--- config.mk ---
export PLATFORM = sky130hd
export DESIGN_NAME = dash_line_raster
export DESIGN_NICKNAME = d
export VERILOG_FILES = /design/src/rtl/dlr_pkg.sv /design/src/rtl/dlr_dp.sv /design/src/rtl/dlr_ctrl.sv /design/src/rtl/dash_line_raster.sv
export SDC_FILE = /design/constraint.sdc
export NUM_CORES = 1
export LEC_CHECK = 0
export BUFFER_PORTS_ARGS = -buffer_cell sky130_fd_sc_hd__buf_2
export CORE_MARGIN = 2
export CORE_UTILIZATION = 32
export CTS_CLUSTER_SIZE = 25
export DETAILED_ROUTE_END_ITERATION = 6
export GPL_ROUTABILITY_DRIVEN = 0
export PLACE_DENSITY = 0.5
export REMOVE_ABC_BUFFERS = 1
export SLEW_MARGIN = 20
export SYNTH_ARGS = -nofsm -noshare
export SYNTH_HDL_FRONTEND = slang
export SYNTH_HIERARCHICAL = 1
export SYNTH_SLANG_ARGS = --single-unit
--- constraint.sdc ---
create_clock -name clk -period 10.9 [get_ports clk]
set_clock_uncertainty 0.15 [all_clocks]
set_input_delay 1.635 -clock clk [delete_from_list [all_inputs] [get_ports clk]]
set_output_delay 1.635 -clock clk [all_outputs]
set_load 0.1 [all_outputs]
--- src/rtl/dlr_pkg.sv ---
package dlr_pkg;

  typedef struct packed {
    logic loadStart;
    logic loadEnd;
    logic step;
  } dlr_strobe_t;

  typedef enum logic [1:0] {
    ST_IDLE,
    ST_NEED_END,
    ST_DRAW,
    ST_NEED_START
  } dlr_state_t;

endpackage

--- src/rtl/dlr_dp.sv ---
module dlr_dp
  import dlr_pkg::*;
#(
  parameter int CW = 16
) (
  input  logic                 clk,
  input  logic                 rstN,
  input  dlr_strobe_t          strobe,
  input  logic signed [CW-1:0] vtxX,
  input  logic signed [CW-1:0] vtxY,
  input  logic        [CW-1:0] originX,
  input  logic        [CW-1:0] originY,
  output logic        [CW-1:0] scrX,
  output logic        [CW-1:0] scrY,
  output logic                 atEnd
);
  localparam int EW = CW + 4;

  logic signed [CW-1:0] curX, curY, endX, endY;
  logic signed [EW-1:0] dxAbs, dyNeg, err;
  logic                 sx, sy;

  logic signed [EW-1:0] diffX, diffY, absX, absY, e2, errNext;
  logic                 moveX, moveY;
  logic signed [CW-1:0] stepX, stepY;

  always_comb begin
    diffX   = EW'(vtxX) - EW'(curX);
    diffY   = EW'(vtxY) - EW'(curY);
    absX    = diffX[EW-1] ? -diffX : diffX;
    absY    = diffY[EW-1] ? -diffY : diffY;
    e2      = err <<< 1;
    moveX   = (e2 >= dyNeg);
    moveY   = (e2 <= dxAbs);
    errNext = err + (moveX ? dyNeg : '0) + (moveY ? dxAbs : '0);
    stepX   = moveX ? (sx ? {CW{1'b1}} : CW'(1)) : '0;
    stepY   = moveY ? (sy ? {CW{1'b1}} : CW'(1)) : '0;
  end

  always_ff @(posedge clk or negedge rstN) begin
    if (!rstN) begin
      curX <= '0; curY <= '0; endX <= '0; endY <= '0;
      dxAbs <= '0; dyNeg <= '0; err <= '0; sx <= 1'b0; sy <= 1'b0;
    end else if (strobe.loadStart) begin
      curX <= vtxX;
      curY <= vtxY;
    end else if (strobe.loadEnd) begin
      endX  <= vtxX;
      endY  <= vtxY;
      dxAbs <= absX;
      dyNeg <= -absY;
      err   <= absX - absY;
      sx    <= diffX[EW-1];
      sy    <= diffY[EW-1];
    end else if (strobe.step) begin
      curX <= curX + stepX;
      curY <= curY + stepY;
      err  <= errNext;
    end
  end

  assign atEnd = (curX == endX) && (curY == endY);
  assign scrX  = curX + originX;
  assign scrY  = curY + originY;

  // Checker-side distance to the end point (Chebyshev metric)
  logic signed [EW-1:0] remX, remY, remAx, remAy, remDist;
  always_comb begin
    remX    = EW'(endX) - EW'(curX);
    remY    = EW'(endY) - EW'(curY);
    remAx   = remX[EW-1] ? -remX : remX;
    remAy   = remY[EW-1] ? -remY : remY;
    remDist = (remAx > remAy) ? remAx : remAy;
  end

  // every step moves one pixel closer along the major axis
  assert_approach_end_R4: assert property (@(posedge clk) disable iff (!rstN)
    strobe.step |=> (remDist == $past(remDist) - EW'(1)));

  // no coordinate jumps by more than one per step
  assert_unit_step_R4: assert property (@(posedge clk) disable iff (!rstN)
    strobe.step |=> ((curX - $past(curX)) inside {CW'(0), CW'(1), {CW{1'b1}}}) &&
                    ((curY - $past(curY)) inside {CW'(0), CW'(1), {CW{1'b1}}}));

  // taking an end vertex never moves the current (joint) point
  assert_joint_kept_R2: assert property (@(posedge clk) disable iff (!rstN)
    strobe.loadEnd |=> ($stable(curX) && $stable(curY)));

endmodule

--- src/rtl/dlr_ctrl.sv ---
module dlr_ctrl
  import dlr_pkg::*;
#(
  parameter int DASH_N = 8,
  parameter int LEN_W  = 8
) (
  input  logic                    clk,
  input  logic                    rstN,
  input  logic                    vtxValid,
  input  logic                    vtxLast,
  input  logic                    vtxSeg,
  input  logic [DASH_N*LEN_W-1:0] dashLens,
  input  logic                    transparent,
  input  logic                    pixReady,
  input  logic                    atEnd,
  output logic                    vtxReady,
  output logic                    pixValid,
  output logic                    pixBg,
  output dlr_strobe_t             strobe
);
  localparam int IW = (DASH_N > 1) ? $clog2(DASH_N) : 1;

  dlr_state_t        state;
  logic              segMode, lastLine, skipJoint;
  logic [IW-1:0]     dashIdx, idxInc;
  logic [LEN_W-1:0]  dashCnt;
  logic [LEN_W-1:0]  lenArr [DASH_N];

  for (genvar g = 0; g < DASH_N; g++) begin : g_len
    assign lenArr[g] = dashLens[g*LEN_W +: LEN_W];
  end

  logic vtxAcc, inDraw, solid, offPhase, suppress, adv, dashAdv, wrapIdx, segEnd;

  always_comb begin
    vtxReady = (state != ST_DRAW);
    vtxAcc   = vtxValid && vtxReady;
    inDraw   = (state == ST_DRAW);
    solid    = (lenArr[0] == '0);
    offPhase = !solid && dashIdx[0];
    suppress = skipJoint || (offPhase && transparent);
    pixValid = inDraw && !suppress;
    pixBg    = offPhase;
    adv      = inDraw && (suppress || pixReady);
    dashAdv  = adv && !skipJoint && !solid;
    idxInc   = dashIdx + IW'(1);
    wrapIdx  = (dashIdx == IW'(DASH_N - 1)) || (lenArr[idxInc] == '0);
    segEnd   = ({1'b0, dashCnt} + (LEN_W+1)'(1)) >= {1'b0, lenArr[dashIdx]};
    strobe.loadStart = vtxAcc && ((state == ST_IDLE) || (state == ST_NEED_START));
    strobe.loadEnd   = vtxAcc && (state == ST_NEED_END);
    strobe.step      = adv && !atEnd;
  end

  always_ff @(posedge clk or negedge rstN) begin
    if (!rstN) begin
      state <= ST_IDLE; segMode <= 1'b0; lastLine <= 1'b0; skipJoint <= 1'b0;
    end else begin
      unique case (state)
        ST_IDLE: if (vtxAcc) begin
          segMode   <= vtxSeg;
          skipJoint <= 1'b0;
          state     <= vtxLast ? ST_IDLE : ST_NEED_END;
        end
        ST_NEED_START: if (vtxAcc) begin
          skipJoint <= 1'b0;
          state     <= vtxLast ? ST_IDLE : ST_NEED_END;
        end
        ST_NEED_END: if (vtxAcc) begin
          lastLine <= vtxLast;
          state    <= ST_DRAW;
        end
        ST_DRAW: if (adv) begin
          skipJoint <= 1'b0;
          if (atEnd) begin
            if (lastLine)     state <= ST_IDLE;
            else if (segMode) state <= ST_NEED_START;
            else begin
              state     <= ST_NEED_END;
              skipJoint <= 1'b1;
            end
          end
        end
        default: state <= ST_IDLE;
      endcase
    end
  end

  always_ff @(posedge clk or negedge rstN) begin
    if (!rstN) begin
      dashIdx <= '0; dashCnt <= '0;
    end else if (vtxAcc && state == ST_IDLE) begin
      dashIdx <= '0; dashCnt <= '0;
    end else if (dashAdv) begin
      if (segEnd) begin
        dashCnt <= '0;
        dashIdx <= wrapIdx ? '0 : idxInc;
      end else begin
        dashCnt <= dashCnt + LEN_W'(1);
      end
    end
  end

  // a refused pixel stays offered with the same colour tag
  assert_stall_hold_R12: assert property (@(posedge clk) disable iff (!rstN)
    (pixValid && !pixReady) |=> (pixValid && $stable(pixBg)));

endmodule

--- src/rtl/dash_line_raster.sv ---
module dash_line_raster
  import dlr_pkg::*;
#(
  parameter int COORD_W = 16,
  parameter int DASH_N  = 8,
  parameter int LEN_W   = 8
) (
  input  logic                    clk,
  input  logic                    rstN,
  input  logic                    vtxValid,
  output logic                    vtxReady,
  input  logic [COORD_W-1:0]      vtxX,
  input  logic [COORD_W-1:0]      vtxY,
  input  logic                    vtxLast,
  input  logic                    vtxSeg,
  input  logic [DASH_N*LEN_W-1:0] dashLens,
  input  logic                    transparent,
  input  logic [COORD_W-1:0]      originX,
  input  logic [COORD_W-1:0]      originY,
  output logic                    pixValid,
  input  logic                    pixReady,
  output logic [COORD_W-1:0]      pixX,
  output logic [COORD_W-1:0]      pixY,
  output logic                    pixBg
);
  dlr_strobe_t strobe;
  logic        atEnd;

  dlr_ctrl #(.DASH_N(DASH_N), .LEN_W(LEN_W)) u_ctrl (
    .clk(clk), .rstN(rstN), .vtxValid(vtxValid), .vtxLast(vtxLast), .vtxSeg(vtxSeg),
    .dashLens(dashLens), .transparent(transparent), .pixReady(pixReady), .atEnd(atEnd),
    .vtxReady(vtxReady), .pixValid(pixValid), .pixBg(pixBg), .strobe(strobe)
  );

  dlr_dp #(.CW(COORD_W)) u_dp (
    .clk(clk), .rstN(rstN), .strobe(strobe),
    .vtxX(vtxX), .vtxY(vtxY), .originX(originX), .originY(originY),
    .scrX(pixX), .scrY(pixY), .atEnd(atEnd)
  );

  // the datapath is only stepped while the end point is still ahead
  assert_step_before_end_R4: assert property (@(posedge clk) disable iff (!rstN)
    strobe.step |-> !atEnd);

endmodule

==> run summary, run 1 <==
final worst setup slack = 4.01 ns
Setup Viol. Count Final = 0
Synth top area share = 22.5%
final wirelength = 46200 um
Critical Path RT = 11.07 ns
effective utilization at floorplan = 32.2%
synth top area cells = dfrtp_1, ha_1, nand2_1
DR DRC count = 0
Die Height = 225 um
drt pass-1 iters = 5
fill cell count = 5129
Hold Path Depth = 2
DP Worst Slack = 3.61 ns
die width = 225 um
relative slew slack = 40.7%
placed instance area = 0.0171 mm2
Port Buffers = 169
crit path launch type = input pin
Data arrival, critical path = 7.06 ns
Fmax = 145 MHz
start point of the critical path = vtxY[0]
clock slew at reported path FFs = 0.06 ns
initial antenna violation count = 0
r2r setup slk = 4.27 ns
Die Area = 0.0507 mm2
WS Path Type = in2reg
CTS Root Cell = clkbuf_16
Setup Buffers After CTS = 0
vias in the first global route = 14200
TritonCTS clock tree = built
global-route usage over all layers = 18.7%
Core ar. = 0.0486 mm2
Multi-input gate area = 0.0114 mm2
Buf/Inv on CP = 2
Seq. cell area = 0.00353 mm2
Hold Path Sink = u_dp/sx
Fin. Hold Viols = 0
worst skew pair latency = 0.45 ns
Post-synth EDFFs = 0
unrepaired setup endpoints after global routing = false
status = completed
cell mode on critical path = o21ai_0
crit path max fanout = 12
Crit. End Element = flip-flop
# H-tree levels = 4
Layout area overhead = 13.2%
GRT Residual Overflow = 0
CP peak stage delay = 0.69 ns
Reg-to-Reg Start = u_dp/err[18]
ys async rst share = 100%
share of layout cells above drive strength 1 = 14.1%
Final period util = 63.2%
DR WL/cell = 17.2 um
post-cts resize count = 0
first-pass GRT wire length = 75100 um
IO Count = 170
CP top delay family = compound AO/OA/AOI/OAI gates
Mapped Area = 0.0157 mm2
Nets = 2400
Synth cell types = 95
Synth area leader = dfrtp_1
Final Cell Area = 0.0177 mm2
reg2reg path depth = 22
Synthesis Warnings = 6
TritonCTS buffer count = 17
HP Class = reg2reg
Max Buffers Root-to-Sink = 2
max-cap violation count = 0
hpwl dp = 36700 um
DR vias/cell = 5.20
sequential element share of the synthesized area = 22.5%
worst-margin pin slew = 0.889 ns
worst reg2reg path endpoint = u_dp/curY[15]
ANT nets after route = 0
Hold Path Origin = u_dp/sx
max-slew violation count = 0
CP Cell Sequence = buf_2 -> inv_1 -> ha_1 -> fa_1 -> nand2b_1 -> a21oi_2 -> o21ai_0 -> o21ai_1 -> a31oi_1 -> nor2_1 -> nand2_1 -> o21a_1 -> fa_1 -> nor2b_1 -> o21a_1 -> o21ai_0 -> a211oi_1 -> nor3_1 -> o31ai_1 -> o21a_1 -> o21ai_0 -> a221oi_1 -> o21ai_0
largest net degree at the start of global routing = 77
Tmin final = 6.89 ns
Critical-path top delay cell = nor2_1
Final TNS setup = 0 ns
Synth Register Bits = 141
row count = 81
clock sinks = 141
Primary FF master, synth = dfrtp_1
drt first-iter violations = 712
hold_buf cts = 0
Syn Inst Count = 1916
vias = 14000
syn_area_per_cell = 8.17 um2
Antenna Diode Count = 0
## final cells by class
class                           count  share of cell area (%)
Clock buffer                       20                    2.58
Clock inverter                     12                   0.636
Sequential cell                   141                    19.9
Tap cell                          622                    4.39
Inverter                          142                    3.01
Multi-Input combinational cell   1575                    64.2
Timing Repair Buffer              180                    5.28
## worst max path at each step
stage / to / slack [ns] / cells after the start
3_3_place_gp: u_dp/err[14] / 3.73 / 24
2_1_floorplan: pixX[14] / 3.85 / 14
6_report: u_dp/err[18] / 4.01 / 23
3_5_place_dp: u_dp/err[18] / 3.61 / 23
4_1_cts: u_dp/err[18] / 4.09 / 23
5_1_grt: u_dp/err[18] / 3.46 / 23
## cell usage after synthesis, types with 4 or more instances
library cell,n
a21oi_1,109
ha_1,182
dfrtp_1,141
nand2b_1,19
o21ai_1,11
and3_1,12
a21o_1,44
clkbuf_1,38
xnor2_1,87
a21boi_0,6
a221oi_1,4
o21a_1,22
nand3_1,40
mux2i_1,19
and2_1,26
fa_1,26
o41ai_1,5
a211oi_1,17
or3_1,20
o211ai_1,13
o21bai_1,10
o22ai_1,4
nor2_1,148
mux4_2,16
o21ai_0,128
nor3_1,48
nor2b_1,25
a311oi_1,4
a32o_1,4
o31a_1,4
o31ai_1,9
nand2_1,241
or2_2,9
nand4_1,18
nor3b_1,8
xor2_1,87
or4_1,4
mux2_2,22
inv_1,141
buf_2,9
a31oi_1,18
o2111ai_1,7
buf_1,8
nand3b_1,4
nor4_1,25
## per-stage QoR
step | utilization [%] | std cells | hold slack (ns)
global placement | 35.2 | 2660 | 0.327
floorplan | - | 1858 | 0.294
CTS | 36.4 | 2692 | 0.341
detailed placement | 35.2 | 2660 | 0.326
finish | 36.4 | 2692 | 0.342
global route | 36.4 | 2692 | 0.374
## per-layer routing
| metal | vias to the layer above | global-route usage [%] | share of wire (%) |
|---|---|---|---|
| li1 | 7084 | - | - |
| met1 | 6619 | 24.5 | 47 |
| met2 | 239 | 32.0 | 48 |
| met3 | 51 | 2.14 | 2.8 |
| met4 | 0 | 6.56 | 2.7 |
| met5 | - | 0 | 0 |
## worst register-to-register path, cell delays in order, from the launching register on
cell and delay [ns]:
dfrtp_1 0.46, ha_1 0.35, nand4_1 0.10, nor2_1 0.18
nand4_1 0.16, or3_1 0.42, o221ai_1 0.35, mux2i_1 0.60
o21ai_0 0.21, buf_4 0.21, inv_1 0.39, ha_1 0.34
a21o_1 0.18, a21o_1 0.19, a2111oi_0 0.78, o31ai_1 0.25
o211ai_1 0.29, o21ai_0 0.19, a31oi_1 0.24, xnor2_1 0.14
nor2_1 0.07, xnor2_1 0.17, o21ai_0 0.09
## registers in the layout (all words and copies together), names as in the netlist
name and flops:
u_ctrl/dashCnt 8, u_ctrl/dashIdx 3, u_ctrl/lastLine 1, u_ctrl/segMode 1, u_ctrl/skipJoint 1, u_ctrl/state 2
u_dp/curX 16, u_dp/curY 16, u_dp/dxAbs 20, u_dp/dyNeg 20, u_dp/endX 16, u_dp/endY 16
u_dp/err 19, u_dp/sx 1, u_dp/sy 1
## cells by family (layout without fill, tap and decap cells)
group	Yosys count	after routing	synth area share, %
and+or+nand+nor	672	672	20.6
AOI/OAI and AO/OA	459	459	18.8
adders and majority gates	208	208	17.9
buffers and inverters	200	354	4.96
xor gates and xnor gates	177	177	10.0
DFF	141	141	22.5
muxes	57	57	5.10
other	2	2	0.0480
## cells in the final DEF, fill, tap and decap left out, drive strengths merged, types with 45 or more instances in the layout
cell	synthesis	final
a21o	45	45
a21oi	111	111
buf	20	180
dfrtp	141	141
ha	182	182
inv	141	143
nand2	241	241
nor2	148	148
nor3	50	50
o21ai	139	139
xnor2	88	88
xor2	89	89
Power of run 1 is not shown: default switching activity piles up to over one toggle a cycle in this logic, so the estimate is an artifact.
==> run 2, diff against run 1 <==
clock period = 6.9 ns   (was 10.9 ns; I/O delays follow)
==> run 2 against run 1 <==
Sequential cell count unchanged; wire length down 0.11%; non-clock buffer count grew 12; via count up 0.28%; clock-buffer cell count fell by 3; worst hold slack worse by 0.011 ns; first-iteration DRC count fell by 13%; global-route usage is essentially flat; critical endpoint is now u_dp/err[17].
==> run summary, run 2 (synthesized netlist as in run 1, its figures left out) <==
TritonCTS buffer count = 17 (unchanged)
largest net degree at the start of global routing = 93 (+21%)
clock sinks = 141 (unchanged)
unrepaired setup endpoints after global routing = false
effective utilization at floorplan = 32.2% (unchanged)
Port Buffers = 169 (unchanged)
cell mode on critical path = inv_1
Tmin final = 5.92 ns
hpwl dp = 36700 um (about the same)
most common cell after layout, fill and taps aside = nand2_1
clock slew at reported path FFs = 0.07 ns (about the same)
vias in the first global route = 14300 (+0.75%)
hold_buf cts = 0 (unchanged)
crit path max fanout = 17 (+5)
top flop regs = u_dp/dxAbs x20, u_dp/dyNeg x20, u_dp/err x19
worst skew pair latency = 0.44 ns (about the same)
Core ar. = 0.0486 mm2 (unchanged)
CP peak stage delay = 0.40 ns (-0.29 ns)
first-pass GRT wire length = 75500 um (+0.45%)
share of layout cells above drive strength 1 = 14.6% (+0.54 points)
global-route usage over all layers = 18.8% (+0.041 points)
relative slew slack = 36.6% (-4.1 points)
HP Class = reg2reg
drt first-iter violations = 619 (-13%)
Final TNS setup = 0 ns (unchanged)
Die Area = 0.0507 mm2 (unchanged)
DR vias/cell = 5.19 (-0.17%)
Die Height = 225 um (unchanged)
Final period util = 85.8%
Fmax = 169 MHz
status = completed
GRT Residual Overflow = 0 (unchanged)
worst-margin pin slew = 0.950 ns (+0.0615 ns)
Critical-path top delay cell = mux2i_1
ANT nets after route = 0 (unchanged)
Setup Buffers After CTS = 0 (unchanged)
IO Count = 170 (unchanged)
Setup Viol. Count Final = 0 (unchanged)
DR DRC count = 0 (unchanged)
post-cts resize count = 0 (unchanged)
fill cell count = 5093 (-0.70%)
final wirelength = 46100 um (-0.11%)
vias = 14000 (+0.28%)
initial antenna violation count = 1 (+1)
Buf/Inv on CP = 5 (+3)
DR WL/cell = 17.1 um (-0.55%)
Crit. End Element = flip-flop
row count = 81 (unchanged)
Max Buffers Root-to-Sink = 2 (unchanged)
crit path launch type = input pin
Layout area overhead = 14.0%
die width = 225 um (unchanged)
WS Path Type = in2reg
r2r setup slk = 1.07 ns (-3.20 ns)
CP top delay family = compound AO/OA/AOI/OAI gates
Data arrival, critical path = 6.13 ns (-0.93 ns)
Critical Path RT = 7.11 ns (-3.96 ns)
max-slew violation count = 0 (unchanged)
Antenna Diode Count = 0 (unchanged)
TritonCTS clock tree = built
worst hold margin = 0.331 ns (-0.0108 ns)
most frequent cells in the layout = nand2_1, ha_1, buf_2, nor2_1
max-cap violation count = 0 (unchanged)
# H-tree levels = 4 (unchanged)
drt pass-1 iters = 5 (unchanged)
Fin. Hold Viols = 0 (unchanged)
CTS Root Cell = clkbuf_16
Nets = 2412 (+0.50%)
[run 2: path summary, 6_finish.rpt]
kind | startpoint | end | cells after the start
setup / recovery | vtxX[0] | u_dp/err[17] | 28
hold / removal | u_dp/dxAbs[1] | u_dp/dxAbs[1] | 2
setup reg to reg | u_dp/err[18] | u_dp/err[17] | 22
hold reg to reg | u_dp/dxAbs[1] | u_dp/dxAbs[1] | 2
max in group asynchronous | rstN | u_dp/err[4] | 2
min in group asynchronous | rstN | u_ctrl/dashIdx[2] | 1
[run 2: area by class of cell]
cell class	instances	area, um2	share of cell area (%)
clock inverter	15	189	1.06
tap	622	778	4.36
inverter	142	533	2.99
timing repair buffer	192	1020	5.74
sequential	141	3530	19.8
multi-input combinational	1575	11400	63.7
clock buffer	17	425	2.38
[run 2: routing by layer]
| layer | global-route usage, % | up-vias | wire length [um] |
|---|---|---|---|
| met3 | 2.41 | 34 | 1500 |
| met5 | 0 | - | 0 |
| met2 | 32.7 | 237 | 22200 |
| met1 | 24.5 | 6678 | 21500 |
| li1 | - | 7083 | - |
| met4 | 4.85 | 0 | 881 |
[run 2: metrics by stage]
stage | cells | setup slack, ns | area, um2 | util, %
floorplan | 1858 | 0.711 | 15400 | -
global placement | 2672 | 0.617 | 17200 | 35.4
detailed placement | 2672 | 0.526 | 17200 | 35.4
CTS | 2704 | 0.983 | 17900 | 36.7
global route | 2704 | 0.414 | 17900 | 36.7
finish | 2704 | 0.978 | 17900 | 36.7
[run 2: tightest hold or removal path, cell delays in order (launching register included)]
cell	delay [ns]
dfrtp_1	0.34
nand2_1	0.05
o21ai_0	0.06
Power of run 2 is left out for the same reason.
==> run 3, diff against run 2 <==
PLACE_DENSITY = 0.61   (was 0.5)
==> run 3 against run 2 <==
Cell count down 0.22%; first-iteration DRC count up 53%; maximum frequency down 1.7%; global-route usage fell by 0.42 points; sequential cell count unchanged; utilization down 0.088 points; wire length fell by 0.54%; clock-buffer cell count did not move; critical endpoint unchanged; register-to-register slack got worse by 0.08 ns; via count increased by 2.5%; largest cell class unchanged; worst hold slack improved by 0.010 ns; cell area down 0.24%.
==> run summary, run 3 (synthesized netlist as in run 1, its figures left out) <==
Die Height = 225 um (unchanged)
max-slew violation count = 0 (unchanged)
Port Buffers = 169 (unchanged)
fill cell count = 5018 (-1.5%)
ANT nets after route = 0 (unchanged)
final wirelength = 45900 um (-0.54%)
Seq. cell area = 0.00353 mm2 (unchanged)
global-route usage over all layers = 18.3% (-0.42 points)
row count = 81 (unchanged)
max-cap violation count = 0 (unchanged)
first-pass GRT wire length = 74100 um (-1.9%)
Tmin final = 6.02 ns (+0.101 ns)
Layout area overhead = 13.8%
initial antenna violation count = 0 (-1)
Setup Buffers After CTS = 0 (unchanged)
GRT Residual Overflow = 0 (unchanged)
DR DRC count = 0 (unchanged)
HP Class = reg2reg
TritonCTS buffer count = 17 (unchanged)
top flop regs = u_dp/dxAbs x20, u_dp/dyNeg x20, u_dp/err x19
# H-tree levels = 4 (unchanged)
DR vias/cell = 5.33 (+2.7%)
Final period util = 87.3% (+1.5 points)
vias in the first global route = 14200 (-0.72%)
clock sinks = 141 (unchanged)
Fin. Hold Viols = 0 (unchanged)
CTS Root Cell = clkbuf_16
hpwl dp = 36400 um (-0.63%)
most frequent cells in the layout = nand2_1, ha_1, buf_2, nor2_1
crit path launch type = input pin
post-cts resize count = 0 (unchanged)
TritonCTS clock tree = built
Crit. End Element = flip-flop
Setup Viol. Count Final = 0 (unchanged)
most common cell after layout, fill and taps aside = nand2_1
Antenna Diode Count = 0 (unchanged)
Nets = 2406 (-0.25%)
hold_buf cts = 0 (unchanged)
largest net degree at the start of global routing = 93 (unchanged)
status = completed
die width = 225 um (unchanged)
effective utilization at floorplan = 32.2% (unchanged)
worst skew pair latency = 0.45 ns (about the same)
share of layout cells above drive strength 1 = 14.4% (-0.25 points)
vias = 14400 (+2.5%)
Multi-input gate area = 0.0114 mm2 (about the same)
drt pass-1 iters = 5 (unchanged)
WS Path Type = in2reg
Data arrival, critical path = 6.24 ns (+0.11 ns)
unrepaired setup endpoints after global routing = false
Final TNS setup = 0 ns (unchanged)
crit path max fanout = 17 (unchanged)
IO Count = 170 (unchanged)
clock slew at reported path FFs = 0.07 ns (about the same)
drt first-iter violations = 946 (+53%)
Fmax = 166 MHz (-1.7%)
Critical Path RT = 7.12 ns (about the same)
worst-margin pin slew = 0.970 ns (+0.0195 ns)
relative slew slack = 35.3% (-1.3 points)
Core ar. = 0.0486 mm2 (unchanged)
final core utilization = 36.6% (-0.088 points)
Max Buffers Root-to-Sink = 2 (unchanged)
DR WL/cell = 17.0 um (-0.32%)
Die Area = 0.0507 mm2 (unchanged)
## run 3: changes by cell type in the layout (fill, tap and decap cells not counted), sizes merged
cell | previous run | this run
clkinvlp | 6 | 2
clkinv | 3 | 4
buf | 192 | 186
bufinv | 3 | 2
inv | 145 | 149
## run 3: layout make-up
| cell class | count | area share [%] |
|---|---|---|
| Sequential cell | 141 | 19.8 |
| Multi-Input combinational cell | 1575 | 63.8 |
| Inverter | 142 | 2.99 |
| Clock buffer | 17 | 2.39 |
| Clock inverter | 15 | 1.10 |
| Timing Repair Buffer | 186 | 5.50 |
| Tap cell | 622 | 4.37 |
## run 3: critical path: stages
cell and delay (ns):
buf_2 0.10, inv_1 0.05, ha_1 0.21, inv_1 0.07, fa_1 0.19, a21o_1 0.12
a21oi_1 0.13, o21a_1 0.24, o311ai_1 0.38, nand2_1 0.09, a211o_1 0.28, nand2b_1 0.15
a31oi_1 0.17, buf_4 0.23, mux2i_1 0.37, inv_1 0.09, ha_1 0.30, nor2b_1 0.13
o21a_1 0.18, o31ai_1 0.34, a21o_1 0.24, o21bai_1 0.12, nor2_1 0.15, o31ai_1 0.12
o41ai_1 0.39, xnor2_1 0.17, nand2_1 0.07, o211ai_1 0.11
## run 3: per-stage QoR
step,area [um2],worst slack [ns],hold slack (ns),instances
after global placement,17200,0.675,0.326,2666
after CTS,17800,0.969,0.342,2698
final,17800,0.877,0.341,2698
after global routing,17800,0.339,0.372,2698
after detailed placement,17200,0.527,0.325,2666
after floorplan,15400,0.711,0.294,1858
## run 3: layer usage
metal / global-route usage, % / share of wire (%) / up-vias
met4: 6.58 / 2.8 / 0
met1: 23.7 / 46 / 6854
met5: 0 / 0 / -
met2: 31.5 / 48 / 363
li1: - / - / 7100
met3: 2.31 / 3.7 / 59
## run 3: final timing paths
check / cells after the start / slack, ns / to / startpoint
max in group asynchronous: 2 / 4.74 / u_dp/endY[1] / rstN
max reg2reg: 23 / 0.99 / u_dp/err[18] / u_dp/err[18]
min: 2 / 0.34 / u_dp/sx / u_dp/sx
min in group asynchronous: 1 / 0.52 / u_dp/dxAbs[17] / rstN
min reg2reg: 2 / 0.34 / u_dp/sx / u_dp/sx
max: 28 / 0.88 / u_dp/err[17] / vtxX[0]
Power of run 3 is left out for the same reason.
